`config.mk`:
```
export PLATFORM = sky130hd
export DESIGN_NAME = alu_exec
export DESIGN_NICKNAME = d
export VERILOG_FILES = /design/src/rtl/alu_pkg.sv /design/src/rtl/alu_addsub.sv /design/src/rtl/alu_logic.sv /design/src/rtl/alu_shifter.sv /design/src/rtl/alu_exec.sv
export SDC_FILE = /design/constraint.sdc
export NUM_CORES = 1
export LEC_CHECK = 0
export BUFFER_PORTS_ARGS = -buffer_cell sky130_fd_sc_hd__buf_2
export CAP_MARGIN = 20
export CORE_MARGIN = 5
export CORE_UTILIZATION = 35
export DETAILED_ROUTE_END_ITERATION = 10
export SYNTH_ARGS = -nofsm -noshare
export SYNTH_HDL_FRONTEND = slang
export SYNTH_HIERARCHICAL = 1
export SYNTH_SLANG_ARGS = --single-unit
export TNS_END_PERCENT = 5
```
`constraint.sdc`:
```
create_clock -name vclk -period 6.9
set_clock_uncertainty 0.1 [all_clocks]
set_input_delay 1.725 -clock vclk [all_inputs]
set_output_delay 1.725 -clock vclk [all_outputs]
set_load 0.02 [all_outputs]
```
`src/rtl/alu_pkg.sv`:
```
package alu_pkg;
  localparam int unsigned XLEN = 32;

  typedef enum logic [3:0] {
    OP_ADD  = 4'd0,
    OP_ADDU = 4'd1,
    OP_SUB  = 4'd2,
    OP_SUBU = 4'd3,
    OP_NEG  = 4'd4,
    OP_NEGU = 4'd5,
    OP_ABS  = 4'd6,
    OP_AND  = 4'd7,
    OP_OR   = 4'd8,
    OP_NOR  = 4'd9,
    OP_NOT  = 4'd10,
    OP_SLL  = 4'd11,
    OP_SRL  = 4'd12,
    OP_SRA  = 4'd13,
    OP_ROL  = 4'd14,
    OP_ROR  = 4'd15
  } alu_op_e;

  typedef enum logic [1:0] {
    LOGIC_AND = 2'd0,
    LOGIC_OR  = 2'd1,
    LOGIC_NOR = 2'd2,
    LOGIC_NOT = 2'd3
  } logic_fn_e;
endpackage

```
`src/rtl/alu_addsub.sv`:
```
module alu_addsub #(
  parameter int unsigned W = 32
) (
  input  logic [W-1:0] x_i,
  input  logic [W-1:0] y_i,
  input  logic         sub_i,
  output logic [W-1:0] sum_o,
  output logic         ovf_o
);
  logic [W-1:0] y_eff;

  assign y_eff = y_i ^ {W{sub_i}};
  assign sum_o = x_i + y_eff + {{(W-1){1'b0}}, sub_i};
  // signed overflow: equal operand signs, different result sign
  assign ovf_o = (x_i[W-1] == y_eff[W-1]) && (sum_o[W-1] != x_i[W-1]);
endmodule

```
`src/rtl/alu_logic.sv`:
```
module alu_logic
  import alu_pkg::*;
#(
  parameter int unsigned W = 32
) (
  input  logic [W-1:0] a_i,
  input  logic [W-1:0] b_i,
  input  logic_fn_e    fn_i,
  output logic [W-1:0] res_o
);
  always_comb begin
    unique case (fn_i)
      LOGIC_AND: res_o = a_i & b_i;
      LOGIC_OR:  res_o = a_i | b_i;
      LOGIC_NOR: res_o = ~(a_i | b_i);
      default:   res_o = ~a_i;
    endcase
  end
endmodule

```
`src/rtl/alu_shifter.sv`:
```
module alu_shifter #(
  parameter int unsigned W  = 32,
  parameter int unsigned SW = $clog2(W)
) (
  input  logic [W-1:0]  val_i,
  input  logic [SW-1:0] amt_i,
  input  logic          left_i,
  input  logic          arith_i,
  input  logic          rot_i,
  output logic [W-1:0]  res_o
);
  logic [SW:0][W-1:0] stg;
  logic [W-1:0]       val_rev;
  logic [W-1:0]       out_rev;
  logic               fill;

  // left operations run through the right network on bit-reversed data
  for (genvar i = 0; i < W; i++) begin : g_rev
    assign val_rev[i] = val_i[W-1-i];
    assign out_rev[i] = stg[SW][W-1-i];
  end

  assign stg[0] = left_i ? val_rev : val_i;
  assign fill   = arith_i & ~left_i & ~rot_i & val_i[W-1];

  for (genvar s = 0; s < SW; s++) begin : g_stage
    localparam int unsigned D = 1 << s;
    logic [D-1:0] top_bits;
    assign top_bits   = rot_i ? stg[s][D-1:0] : {D{fill}};
    assign stg[s+1]   = amt_i[s] ? {top_bits, stg[s][W-1:D]} : stg[s];
  end

  assign res_o = left_i ? out_rev : stg[SW];
endmodule

```
`src/rtl/alu_exec.sv`:
```
module alu_exec
  import alu_pkg::*;
#(
  parameter int unsigned W  = XLEN,
  parameter int unsigned SW = $clog2(W)
) (
  input  logic [W-1:0]  a_i,
  input  logic [W-1:0]  b_i,
  input  logic [3:0]    op_i,
  input  logic [SW-1:0] shamt_i,
  input  logic          amt_sel_i,
  output logic [W-1:0]  result_o,
  output logic          ovf_o
);
  alu_op_e      op;
  logic [W-1:0] add_x, add_y, add_sum, logic_res, shift_res;
  logic         add_sub, add_ovf, checked;
  logic         is_arith, is_logic;
  logic_fn_e    logic_fn;
  logic [SW-1:0] amt;
  logic         sh_left, sh_arith, sh_rot;

  assign op = alu_op_e'(op_i);

  always_comb begin
    add_x   = a_i;
    add_y   = b_i;
    add_sub = 1'b0;
    unique case (op)
      OP_SUB, OP_SUBU: add_sub = 1'b1;
      OP_NEG, OP_NEGU: begin
        add_x   = '0;
        add_y   = a_i;
        add_sub = 1'b1;
      end
      OP_ABS: begin
        add_x   = '0;
        add_y   = a_i;
        add_sub = a_i[W-1];
      end
      default: ;
    endcase
  end

  alu_addsub #(.W(W)) u_addsub (
    .x_i(add_x), .y_i(add_y), .sub_i(add_sub),
    .sum_o(add_sum), .ovf_o(add_ovf)
  );

  always_comb begin
    unique case (op)
      OP_OR:   logic_fn = LOGIC_OR;
      OP_NOR:  logic_fn = LOGIC_NOR;
      OP_NOT:  logic_fn = LOGIC_NOT;
      default: logic_fn = LOGIC_AND;
    endcase
  end

  alu_logic #(.W(W)) u_logic (
    .a_i(a_i), .b_i(b_i), .fn_i(logic_fn), .res_o(logic_res)
  );

  assign amt      = amt_sel_i ? b_i[SW-1:0] : shamt_i;
  assign sh_left  = (op == OP_SLL) || (op == OP_ROL);
  assign sh_arith = (op == OP_SRA);
  assign sh_rot   = (op == OP_ROL) || (op == OP_ROR);

  alu_shifter #(.W(W), .SW(SW)) u_shift (
    .val_i(a_i), .amt_i(amt), .left_i(sh_left), .arith_i(sh_arith),
    .rot_i(sh_rot), .res_o(shift_res)
  );

  assign is_arith = (op_i <= 4'(OP_ABS));
  assign is_logic = (op == OP_AND) || (op == OP_OR) || (op == OP_NOR) || (op == OP_NOT);
  assign checked  = (op == OP_ADD) || (op == OP_SUB) || (op == OP_NEG) || (op == OP_ABS);

  assign result_o = is_arith ? add_sum : (is_logic ? logic_res : shift_res);
  assign ovf_o    = checked & add_ovf;
endmodule

```
==> metrics, run 1 <==
status finished clean; Synthesis Warnings 6; Hold Vio Cnt, Final 0; Area after DPL 9950 um^2; Worst setup SP type input pin; Worst Setup End Kind output pin; MaxCap Viol Count 0; first-pass GRT wire length 51300 um; Area growth syn-to-layout 20.2%; Max Clock Freq 145 MHz; worst slack at placement -0.0188 ns; diode count 0; sequential share of the synthesized area 0; post-synth top area share 0.160; Layout Nets 1300; Final Cell Area 10300 um^2; maximum vdd drop 82.6 uV; period utilization 0.996; Leak 0.00419 uW; critical path data arrival time 5.05 ns; Crit Path Class in2out; Buf/Inv on CP 4; Crit Path Max Fanout 24; # IOs 107; Die H 166 um; synth unique cells 79; Clock Buffer Count 0; Port Buffer Count 107; RSZ-0062 raised after global routing yes; core area 24200 um^2; Pre-antenna DRT Iters 6; Hold Path Class in2out; total track usage 0.226; Avg Cell Area, Syn 8.22 um^2; die area 27700 um^2; DR vias/cell 6.23; routed wire length 34300 um; antenna-violating nets left 0; global placement routability congestion 0.975; initial cell density of the core 0.354; top cells by area, synth mux4_2 16%, mux2_2 10%, mux2i_1 6.2%; total gr overflow 0; Reg area 0 um^2; number of global-route vias before repair 8633; Worst Hold Path Cells 4; Slew Limit Fails 0; row count 57; pwr/cell area 142 nW/um^2; layout cell share with drive strength beyond 1 0.402; worst endpoint required time 5.08 ns; drt drc 0; WP depth 13; final setup fails 0; Post-Syn Nets 1147; largest net degree at the start of global routing 65; Cell Chain, Critical Path clkbuf_4, mux2_4, buf_12, buf_4, mux4_2, mux2_2, a221oi_1, a221oi_1, mux2_4, mux2_2, mux2i_1, o21ai_1, buf_4; largest stage delay on the critical path 0.48 ns; min Tclk post-route 6.87 ns; DRT iter0 DRCs 995; Core Util, Final 0.426; wire per inst 22.6 um; commonest non-fill, non-tap cell in the layout buf_4; slowest CP cell mux4_2; cell accounting for the most synthesized area mux4_2; fillers 2429; most frequent cells in the layout 116 x buf_4, 104 x buf_2, 92 x nand2_1; cell family with most CP delay multiplexers; Worst-Margin Slew 0.701 ns; antenna violations before repair 1; multi-input logic area 8200 um^2; placed wire-length estimate 26900 um; Die X 166 um; worst setup slack after layout 0.0252 ns; vias 9444; sequential cell count 0; Synth Instances 1042; Synth Cell Area 8560 um^2; max_slew headroom 0.531
==> power by group <==
| group | total (uW) | switching [uW] | leakage [uW] | internal [uW] |
|---|---|---|---|---|
| clock | 0 | 0 | 0 | 0 |
| combinational | 1460 | 820 | 0.00419 | 637 |
| sequential | 0 | 0 | 0 | 0 |
| total | 1460 | 820 | 0.00419 | 637 |
==> path summary, 6_finish.rpt <==
kind                        to       from
setup / recovery  result_o[16]  amt_sel_i
hold / removal           ovf_o    op_i[3]
==> synth_stat cells, types with 7 or more instances <==
library cell  count
o22ai_1          13
a21o_1           10
mux2i_1          53
nand2b_1         43
buf_6            11
o21a_1           12
a31oi_1           8
o221ai_1          7
nor2b_1          35
ha_1             30
a211oi_1         13
buf_2            14
nand4_1          10
mux2_2           78
nand2_1          93
and2_1           39
o32ai_2          31
nor2_1           84
a21oi_1          49
o21ai_0          33
mux4_2           61
inv_1            13
xor2_1           44
a21oi_2          24
buf_4            11
a22oi_1           9
xnor2_1          21
a221o_1           7
a221oi_1         16
o21ai_1          32
clkbuf_1         38
==> metrics by stage <==
stage | std cells | hold slack, ns | total power [uW] | TNS [ns]
global route | 1517 | 3.84 | 1550 | -0.355
finish | 1517 | 3.81 | 1460 | 0
CTS | 1501 | 3.80 | 1390 | 0
global placement | 1501 | 3.79 | 1380 | 0
detailed placement | 1501 | 3.79 | 1380 | -0.0301
floorplan | 1042 | 3.43 | 911 | 0
==> final cells by class <==
cell class | count | area share
inverters | 16 | 0.00620
repair buffers | 232 | 0.158
well taps | 324 | 0.0394
multi-input cells | 945 | 0.796
==> cell families (layout without fill, tap and decap cells) <==
group,after synthesis,count (layout),synth area share
and+or+nand+nor,334,335,0.196
AOI/OAI and AO/OA,321,321,0.298
muxes,193,193,0.327
buffers and inverters,98,248,0.0668
xor gates and xnor gates,65,65,0.0665
adders and majority gates,31,31,0.0462
==> per-layer routing <==
metal | up-vias | part of all wire | track usage
met1 | 4592 | 0.43 | 0.317
met5 | - | 0.00038 | 0
met2 | 459 | 0.45 | 0.360
met4 | 2 | 0.045 | 0.0800
li1 | 4319 | - | -
met3 | 72 | 0.072 | 0.0256
==> what timing repair did <==
| action | CTS | global route |
|---|---|---|
| cloned | 0 | 4 |
| hold buffers | 0 | 0 |
| endpoints found under the setup margin | 3 | 22 |
| setup buffers | 0 | 12 |
| gates resized for setup | 1 | 39 |
| pin swaps | 0 | 8 |
==> worst min-delay path, stage by stage <==
cell	delay, ns
buf_2	0.09
buf_4	0.15
nor3b_1	0.06
buf_2	0.15
Note: power is estimated with default switching activity, not from simulation.
==> run 2, diff against run 1 <==
--- a/config.mk
+++ b/config.mk
@@ -12,2 +12,3 @@
 export DETAILED_ROUTE_END_ITERATION = 10
+export REMOVE_ABC_BUFFERS = 1
 export SYNTH_ARGS = -nofsm -noshare
==> constraint.sdc (replaced) <==
create_clock -name vclk -period 6.9
set_clock_uncertainty 0.1 [all_clocks]
set_input_delay 0.69 -clock vclk [all_inputs]
set_output_delay 0.69 -clock vclk [all_outputs]
set_load 0.02 [all_outputs]
==> run 2 against run 1 <==
Net effect:
- sequential share of layout area unchanged
- non-clock buffer count shrank 114
- final cell count shrank 7.5%
- maximum frequency up 19%
- flip-flop and latch count stayed put
- hold slack lost 2.1 ns
- die area is the same
- clock-buffer cell count unchanged
- global-route usage fell by 0.88 points
- highest routed layer is now met4
- largest cell class unchanged
- first-iteration DRC count increased by 6.3%
==> metrics, run 2 (same netlist as run 1, synthesis figures left out) <==
status finished clean; MaxCap Viol Count 0; setup_tns 0 ns; placed wire-length estimate 25000 um; row count 57; max_slew headroom 0.264; Crit Path Class in2out; layout cell share with drive strength beyond 1 0.311; global placement routability congestion 0.989; multi-input logic area 8040 um^2; Slew Limit Fails 0; vias 8889; initial cell density of the core 0.354; Buf/Inv on CP 3; antenna violations before repair 0; total gr overflow 0; met1 Resource Use GR 0.309; total track usage 0.217; commonest non-fill, non-tap cell in the layout buf_2; DRT iter0 DRCs 1058; post_cts resized 0; M2 GR Usage 0.364; Die H 166 um; largest stage delay on the critical path 0.70 ns; RSZ-0062 raised after global routing no; sequential cell count 0; cell family with most CP delay compound AO/OA/AOI/OAI gates; drt drc 0; largest net degree at the start of global routing 65; Setup Fix Bufs, Post-CTS 0; antenna-violating nets left 0; wire per inst 23.0 um; # IOs 107; period utilization 0.839; CTS Hold Buffers Added 0; core area 24200 um^2; Cell Chain, Critical Path buf_2, nand2b_1, nand2b_2, buf_4, mux2_2, xor2_1, ha_1, a211o_1, a21oi_1, o2111ai_1, o22ai_1, o21a_1, o21ai_1, xor2_1, nand2_1, o21ai_1, buf_2; critical path data arrival time 5.00 ns; Port Buffer Count 107; Area growth syn-to-layout 6.54%; Reg area 0 um^2; met3 GRT Util 0.0114; first-pass GRT wire length 49600 um; Hold Vio Cnt, Final 0; number of global-route vias before repair 8327; worst endpoint required time 6.11 ns; routed wire length 32300 um; DR vias/cell 6.34; Worst setup SP type input pin; Worst Setup End Kind output pin; final setup fails 0; grt peak-use layer met2; Clock Buffer Count 0; fillers 2548; Layout Nets 1185; min Tclk post-route 5.79 ns; most frequent cells in the layout 107 x buf_2, 93 x nand2_1, 82 x nor2_1; Worst-Margin Slew 1.10 ns; die area 27700 um^2; Pre-antenna DRT Iters 6; Hold Path Class in2out; slowest CP cell nand2b_2; Die X 166 um; Max Clock Freq 173 MHz; Crit Path Max Fanout 40
-- run 2: final cells by class --
type | count | area share
antenna | 1 | 0.000274
timing repair buffer | 118 | 0.0677
multi-input combinational | 944 | 0.881
tap | 324 | 0.0444
inverter | 16 | 0.00658
-- run 2: final timing paths --
kind	from	endpoint	slack, ns	depth (start not counted)
setup / recovery	op_i[3]	result_o[27]	1.11	17
hold / removal	op_i[3]	ovf_o	1.70	3
-- run 2: per-stage QoR --
step | cells | setup slack, ns | hold slack (ns) | instance area, um^2 | util
floorplan | 960 | 0.604 | 1.36 | 8050 | -
global placement | 1402 | 1.26 | 1.68 | 9120 | 0.377
detailed placement | 1402 | 1.14 | 1.69 | 9120 | 0.377
CTS | 1402 | 1.13 | 1.69 | 9120 | 0.377
global route | 1402 | 0.790 | 1.73 | 9120 | 0.377
finish | 1403 | 1.11 | 1.70 | 9130 | 0.377
-- run 2: metal layers --
metal	vias up	wire, um
met5	-	0
met4	0	828
met3	51	2120
met2	395	15400
met1	4353	13900
li1	4090	-
-- run 2: worst min-delay path, delay by kind of cell --
family	cells	cell delay [ns]
and+or+nand+nor	1	0.08
buffers and inverters	2	0.34
